<file path="src/rtl/tdm_arb_pkg.sv">
package tdm_arb_pkg;

    typedef enum logic {
        CFG_SLOT  = 1'b0,
        CFG_BURST = 1'b1
    } cfg_kind_e;

    typedef enum logic [1:0] {
        PICK_NONE     = 2'd0,
        PICK_OWNER    = 2'd1,
        PICK_FALLBACK = 2'd2
    } pick_e;

    localparam int DEFAULT_BURST = 3;

    function automatic int max2(input int a, input int b);
        return (a > b) ? a : b;
    endfunction

endpackage

</file>
<file path="src/rtl/tdm_slot_table.sv">
module tdm_slot_table #(
    parameter int NUM_SLOTS   = 64,
    parameter int NUM_CLIENTS = 15,
    parameter int IDX_W       = 4,
    parameter int SLOT_W      = 6
) (
    input  logic              clk,
    input  logic              rst,
    input  logic              wr_en,
    input  logic [SLOT_W-1:0] wr_slot,
    input  logic [IDX_W-1:0]  wr_owner,
    input  logic [SLOT_W-1:0] rd_slot,
    output logic [IDX_W-1:0]  rd_owner,
    output logic              rd_valid
);
    logic [IDX_W-1:0] entry [NUM_SLOTS];

    always_ff @(posedge clk) begin
        if (rst) begin
            for (int s = 0; s < NUM_SLOTS; s++)
                entry[s] <= IDX_W'(s % NUM_CLIENTS);
        end else if (wr_en && ({1'b0, wr_slot} < (SLOT_W+1)'(NUM_SLOTS))) begin
            entry[wr_slot] <= wr_owner;
        end
    end

    always_comb begin
        rd_owner = entry[rd_slot];
        rd_valid = ({1'b0, rd_owner} < (IDX_W+1)'(NUM_CLIENTS));
    end
endmodule

</file>
<file path="src/rtl/tdm_burst_regs.sv">
module tdm_burst_regs import tdm_arb_pkg::*; #(
    parameter int NUM_CLIENTS = 15,
    parameter int IDX_W       = 4,
    parameter int BURST_W     = 4
) (
    input  logic               clk,
    input  logic               rst,
    input  logic               wr_en,
    input  logic [IDX_W-1:0]   wr_client,
    input  logic [BURST_W-1:0] wr_limit,
    input  logic [IDX_W-1:0]   rd_client,
    output logic [BURST_W-1:0] rd_limit
);
    logic [BURST_W-1:0] limit [NUM_CLIENTS];

    always_ff @(posedge clk) begin
        if (rst) begin
            for (int c = 0; c < NUM_CLIENTS; c++)
                limit[c] <= BURST_W'(DEFAULT_BURST);
        end else if (wr_en) begin
            for (int c = 0; c < NUM_CLIENTS; c++)
                if (wr_client == IDX_W'(c))
                    limit[c] <= wr_limit;
        end
    end

    always_comb begin
        rd_limit = '0;
        for (int c = 0; c < NUM_CLIENTS; c++)
            if (rd_client == IDX_W'(c))
                rd_limit = limit[c];
    end
endmodule

</file>
<file path="src/rtl/tdm_pick.sv">
module tdm_pick import tdm_arb_pkg::*; #(
    parameter int NUM_CLIENTS = 15,
    parameter int IDX_W       = 4
) (
    input  logic [NUM_CLIENTS-1:0] req,
    input  logic [IDX_W-1:0]       owner,
    input  logic                   owner_valid,
    output pick_e                  kind,
    output logic [IDX_W-1:0]       win_idx
);
    logic             owner_req;
    logic             any_req;
    logic [IDX_W-1:0] low_idx;

    always_comb begin
        owner_req = 1'b0;
        for (int c = 0; c < NUM_CLIENTS; c++)
            if (owner == IDX_W'(c))
                owner_req = req[c];
        owner_req = owner_req && owner_valid;
    end

    always_comb begin
        low_idx = '0;
        any_req = 1'b0;
        for (int c = NUM_CLIENTS - 1; c >= 0; c--) begin
            if (req[c]) begin
                low_idx = IDX_W'(c);
                any_req = 1'b1;
            end
        end
    end

    always_comb begin
        if (owner_req) begin
            kind    = PICK_OWNER;
            win_idx = owner;
        end else if (any_req) begin
            kind    = PICK_FALLBACK;
            win_idx = low_idx;
        end else begin
            kind    = PICK_NONE;
            win_idx = '0;
        end
    end
endmodule

</file>
<file path="src/rtl/tdm_slot_arbiter.sv">
module tdm_slot_arbiter import tdm_arb_pkg::*; #(
    parameter int NUM_CLIENTS = 15,
    parameter int NUM_SLOTS   = 64,
    parameter int BURST_W     = 4,
    parameter int IDX_W       = $clog2(NUM_CLIENTS),
    parameter int SLOT_W      = $clog2(NUM_SLOTS),
    parameter int ADDR_W      = max2(SLOT_W, IDX_W),
    parameter int DATA_W      = max2(IDX_W, BURST_W)
) (
    input  logic                   clk,
    input  logic                   rst,
    input  logic [NUM_CLIENTS-1:0] req,
    input  logic                   cfg_we,
    input  logic                   cfg_kind,
    input  logic [ADDR_W-1:0]      cfg_addr,
    input  logic [DATA_W-1:0]      cfg_data,
    output logic [NUM_CLIENTS-1:0] grant,
    output logic [IDX_W-1:0]       grant_idx,
    output logic [BURST_W-1:0]     grant_burst
);
    localparam logic [SLOT_W-1:0] LAST_SLOT = SLOT_W'(NUM_SLOTS - 1);

    logic [SLOT_W-1:0]  slot_ptr;
    logic [IDX_W-1:0]   cur_owner;
    logic               cur_owner_valid;
    pick_e              pick_kind;
    logic [IDX_W-1:0]   win_idx;
    logic [BURST_W-1:0] win_burst;
    logic               slot_we;
    logic               burst_we;

    always_comb begin
        slot_we  = cfg_we && (cfg_kind_e'(cfg_kind) == CFG_SLOT);
        burst_we = cfg_we && (cfg_kind_e'(cfg_kind) == CFG_BURST);
    end

    tdm_slot_table #(
        .NUM_SLOTS(NUM_SLOTS), .NUM_CLIENTS(NUM_CLIENTS),
        .IDX_W(IDX_W), .SLOT_W(SLOT_W)
    ) table_i (
        .clk(clk), .rst(rst),
        .wr_en(slot_we), .wr_slot(cfg_addr[SLOT_W-1:0]), .wr_owner(cfg_data[IDX_W-1:0]),
        .rd_slot(slot_ptr), .rd_owner(cur_owner), .rd_valid(cur_owner_valid)
    );

    tdm_pick #(.NUM_CLIENTS(NUM_CLIENTS), .IDX_W(IDX_W)) pick_i (
        .req(req), .owner(cur_owner), .owner_valid(cur_owner_valid),
        .kind(pick_kind), .win_idx(win_idx)
    );

    tdm_burst_regs #(.NUM_CLIENTS(NUM_CLIENTS), .IDX_W(IDX_W), .BURST_W(BURST_W)) burst_i (
        .clk(clk), .rst(rst),
        .wr_en(burst_we), .wr_client(cfg_addr[IDX_W-1:0]), .wr_limit(cfg_data[BURST_W-1:0]),
        .rd_client(win_idx), .rd_limit(win_burst)
    );

    always_ff @(posedge clk) begin
        if (rst) begin
            slot_ptr    <= '0;
            grant       <= '0;
            grant_idx   <= '0;
            grant_burst <= '0;
        end else if (pick_kind != PICK_NONE) begin
            grant       <= NUM_CLIENTS'(1) << win_idx;
            grant_idx   <= win_idx;
            grant_burst <= win_burst;
            slot_ptr    <= (slot_ptr == LAST_SLOT) ? '0 : slot_ptr + 1'b1;
        end else begin
            grant       <= '0;
            grant_idx   <= '0;
            grant_burst <= '0;
        end
    end
endmodule

</file>
<file path="config.mk">
export PLATFORM = sky130hd
export DESIGN_NAME = tdm_slot_arbiter
export DESIGN_NICKNAME = d
export VERILOG_FILES = /design/src/rtl/tdm_arb_pkg.sv /design/src/rtl/tdm_slot_table.sv /design/src/rtl/tdm_burst_regs.sv /design/src/rtl/tdm_pick.sv /design/src/rtl/tdm_slot_arbiter.sv
export SDC_FILE = /design/constraint.sdc
export NUM_CORES = 1
export LEC_CHECK = 0
export BUFFER_PORTS_ARGS = -buffer_cell sky130_fd_sc_hd__buf_2
export CAP_MARGIN = 25
export CORE_MARGIN = 2
export CORE_UTILIZATION = 65
export CTS_CLUSTER_SIZE = 12
export DETAILED_ROUTE_END_ITERATION = 10
export PLACE_DENSITY_LB_ADDON = 0.08
export SYNTH_ARGS = -nofsm -noshare
export SYNTH_HDL_FRONTEND = slang
export SYNTH_SLANG_ARGS = --single-unit
</file>
<file path="constraint.sdc">
create_clock -name clk -period 6.65 [get_ports clk]
set_input_delay 0.3325 -clock clk [delete_from_list [all_inputs] [get_ports clk]]
set_output_delay 0.3325 -clock clk [all_outputs]
set_load 0.02 [all_outputs]
</file>
==> flow_metrics.py <==
metrics = {
    "floorplanning": {
        "start_util_pct": 66.45,
        "dieArea_um2": 27200,
        "die_w_um": 164.9,
        "core-area_um2": 25330,
        "floorplan.rows": 58,
        "ioPinCount": 52,
        "die_y_um": 164.9,
    },
    "cells_and_area": {
        "antennaDiodeCount": 0,
        "multi_input_area_um2": 5971,
        "final_common_cell": "edfxtp_1",
        "n_fill_cell": 1681,
        "ff_latch_area_um2": 10200,
        "area_growth_syn_to_layout_pct": 8.758,
        "drive_gt1_share_pct": 18.01,
        "final_nets": 1356,
        "final_cell_mix": "edfxtp_1 (316), nand2_1 (116), nor2_1 (108)",
    },
    "worst_setup_path": {
        "cp.arrival_ns": 5.64,
        "path_cells": "buf_4 > mux4_2 > mux2i_1 > a221o_1 > o22ai_4 > mux2_2 > o221ai_1 > o21ai_4 > o41ai_2 > nand2_1 > o211ai_1 > o21bai_1 > a211oi_2",
        "r2r_setup_slack_ns": 1.42,
        "setup.worst_path.end_class": "flip-flop",
        "crit_required_ns": 7.06,
        "crit_type": "flip-flop to flip-flop",
        "crit_buf_inv": 1,
        "cp_max_fo": 29,
        "worst_path_max_delay_cell": "o41ai_2",
        "rr_worst_depth": 13,
        "startpoint_type": "flip-flop",
        "r2r-end": "grant_burst[3]",
        "path_delay_family": "compound AO/OA/AOI/OAI gates",
        "slowest_delay_ns": 0.90,
    },
    "power_and_ir_drop": {
        "ir_drop_v": 0.0002605,
        "p_leak_uw": 0.006214,
        "p_per_area_nw_per_um2": 285.6,
    },
    "run": {
        "max-cap-violations": 0,
    },
    "grt": {
        "grt_pass1_vias": 11070,
        "grtUsageMet2_pct": 51.37,
        "grt_overflow": 0,
        "grt_use_met3_pct": 6.554,
        "gr-max-usage-layer": "met2",
        "grt_first_pass_wirelength_mm": 67.66,
        "grtUsageTotal_pct": 34.02,
        "grt.met1_usage_pct": 50.43,
        "antenna_found_initial": 0,
        "grt_max_degree": 85,
    },
    "hold_path": {
        "hold_class": "primary input to flip-flop",
        "holdPathEnd": "table_i.entry[26][0]",
        "holdPathStages": 2,
        "min_from": "cfg_data[0]",
    },
    "detailed_routing": {
        "vias_per_cell": 6.917,
        "drt-initial-drc-count": 1675,
        "firstDrtPassIters": 6,
        "via_count": 11655,
        "wl_per_cell_um": 26.47,
        "totalWireLength_mm": 44.61,
        "postRouteAntennaNets": 0,
        "drc": 0,
    },
    "logic_synthesis": {
        "synth_ff_type": "edfxtp_1",
        "async_flop_share_pct": 0,
        "syn-instance-count": 1323,
        "syn_area_per_cell_um2": 12.72,
        "ys_types": 79,
        "seq_area_frac_synth_pct": 60.55,
        "synthesis.nets": 1353,
        "syn-cell-area_um2": 16830,
        "yosysWarningCount": 0,
        "synth_edf_count": 316,
        "synth-seq-cells": 351,
    },
    "timing": {
        "drv_slew": 0,
        "finalCritPeriodShare_pct": 78.71,
        "tns_ns": 0,
        "holdWs_ns": 0.1716,
        "finalHoldViolCount": 0,
        "rsz0062_at_grt": "false",
        "maxSlewHeadroom_pct": 28.73,
        "finalSetupViolCount": 0,
        "worst_slew_pin_slew_ns": 1.057,
        "fmaxAchievable_mhz": 191.0,
        "fin_crit_ns": 5.234,
        "fin_worst_skew_ns": 0.01497,
    },
    "clocking": {
        "cts_buffers": 38,
        "clockBufferDepth": 3,
        "clkTransAtPathRegs_ns": 0.06,
        "cts_tree": "built",
        "ctsResizeCount": 0,
        "cts.sinks": 351,
        "insertion_delay_ns": 0.52,
        "cts-htree-levels": 2,
        "post_cts_buffers": 0,
        "cts_root_buf": "clkbuf_16",
        "ctsHoldBuffers": 0,
    },
    "placement": {
        "hpwl_mm": 29.16,
        "place.gp.congestion": 0.9519,
        "port_buffers": 51,
    },
    "outcome": {
        "status": "finished, final reports clean",
    },
}
## report_power, final
part | internal (uW) | switching, uW | total, uW
clock | 1110 | 832 | 1950
sequential | 2530 | 62.6 | 2590
combinational | 251 | 436 | 687
total | 3900 | 1330 | 5230
## synth_stat cells (3+ instances only)
cell	n	area share, %
or2_2	9	0.33
nand2b_1	10	0.37
or3_1	59	2.2
a221o_1	3	0.18
mux2i_2	3	0.25
o21bai_1	3	0.13
or4_1	3	0.13
nor3_1	78	2.3
o21ai_1	3	0.089
nand4_1	5	0.19
nand2_1	116	2.6
buf_4	5	0.22
o2bb2ai_1	7	0.36
nor4_1	4	0.15
nor2_1	108	2.4
xnor2_1	3	0.16
nand3b_1	4	0.18
mux2_1	4	0.27
inv_2	4	0.089
o22a_1	4	0.21
and4_1	3	0.16
o22ai_1	5	0.19
a21oi_1	17	0.51
mux2_2	8	0.54
buf_1	4	0.089
buf_6	8	0.54
clkbuf_1	90	2.0
inv_1	21	0.47
buf_2	8	0.24
buf_12	3	0.36
and2_1	24	0.89
a22oi_1	10	0.45
nor2b_1	5	0.19
mux4_2	68	9.1
and3_1	57	2.1
o21ai_0	67	2.0
nand3_1	52	1.5
o221ai_1	5	0.26
a22o_1	5	0.26
dfxtp_1	35	4.2
mux2i_1	25	1.5
edfxtp_1	316	56
## cells by family after synthesis
kind of cell               after synthesis  synth area share (%)
buffers and inverters                  143                 4.007
and+or+nand+nor                        552                 16.61
adders and majority gates                1               0.07433
muxes                                  109                 11.72
AOI/OAI and AO/OA                      162                 6.780
xor gates and xnor gates                 5                0.2603
DFF                                    351                 60.55
## stage by stage
stage               util (%)  area (um2)  cells  total power (uW)  setup WS [ns]
global route           72.27       18300   1685              5373          1.146
detailed placement     67.75       17160   1615              3308          1.499
finish                 72.27       18300   1685              5228          1.416
floorplan                  -       16830   1323              3100          2.841
global placement       67.75       17160   1615              3299          1.548
CTS                    72.21       18290   1684              5213          1.461
## worst reg2reg max path, cell delays in order, from the launching register on
cell and delay [ns]:
dfxtp_2 0.70, buf_4 0.53, mux4_2 0.35, mux2i_1 0.09
a221o_1 0.39, o22ai_4 0.40, mux2_2 0.39, o221ai_1 0.34
o21ai_4 0.28, o41ai_2 0.90, nand2_1 0.29, o211ai_1 0.22
o21bai_1 0.15, a211oi_2 0.08
## routing by layer
metal	up-vias	part of all wire, %
met5	-	0
met1	5748	40
met3	97	11
met2	779	46
li1	5031	-
met4	0	3.1
## layout make-up
| cell class | instances | share of cell area [%] |
|---|---|---|
| Tap cell | 330 | 2.256 |
| Clock buffer | 57 | 5.865 |
| Sequential cell | 351 | 55.70 |
| Timing Repair Buffer | 81 | 2.734 |
| Multi-Input combinational cell | 829 | 32.62 |
| Inverter | 25 | 0.5127 |
| Clock inverter | 12 | 0.3076 |
## sequential cells by signal (all words and copies together) (netlist names), named ones only
signal,flops
table_i.entry,256
grant_burst,4
grant_idx,4
burst_i.limit,60
slot_ptr,6
grant,15
## how the worst max path moves through the flow
stage | start | endpoint | slack, ns | cells after the start
2_1_floorplan | flip-flop | grant_burst[1] | 2.84 | 15
3_3_place_gp | flip-flop | grant_burst[3] | 1.55 | 13
3_5_place_dp | flip-flop | grant_burst[3] | 1.50 | 13
4_1_cts | flip-flop | grant_burst[3] | 1.46 | 13
5_1_grt | flip-flop | grant_burst[3] | 1.15 | 13
6_report | flip-flop | grant_burst[3] | 1.42 | 13
(Power assumes the default switching activity.)
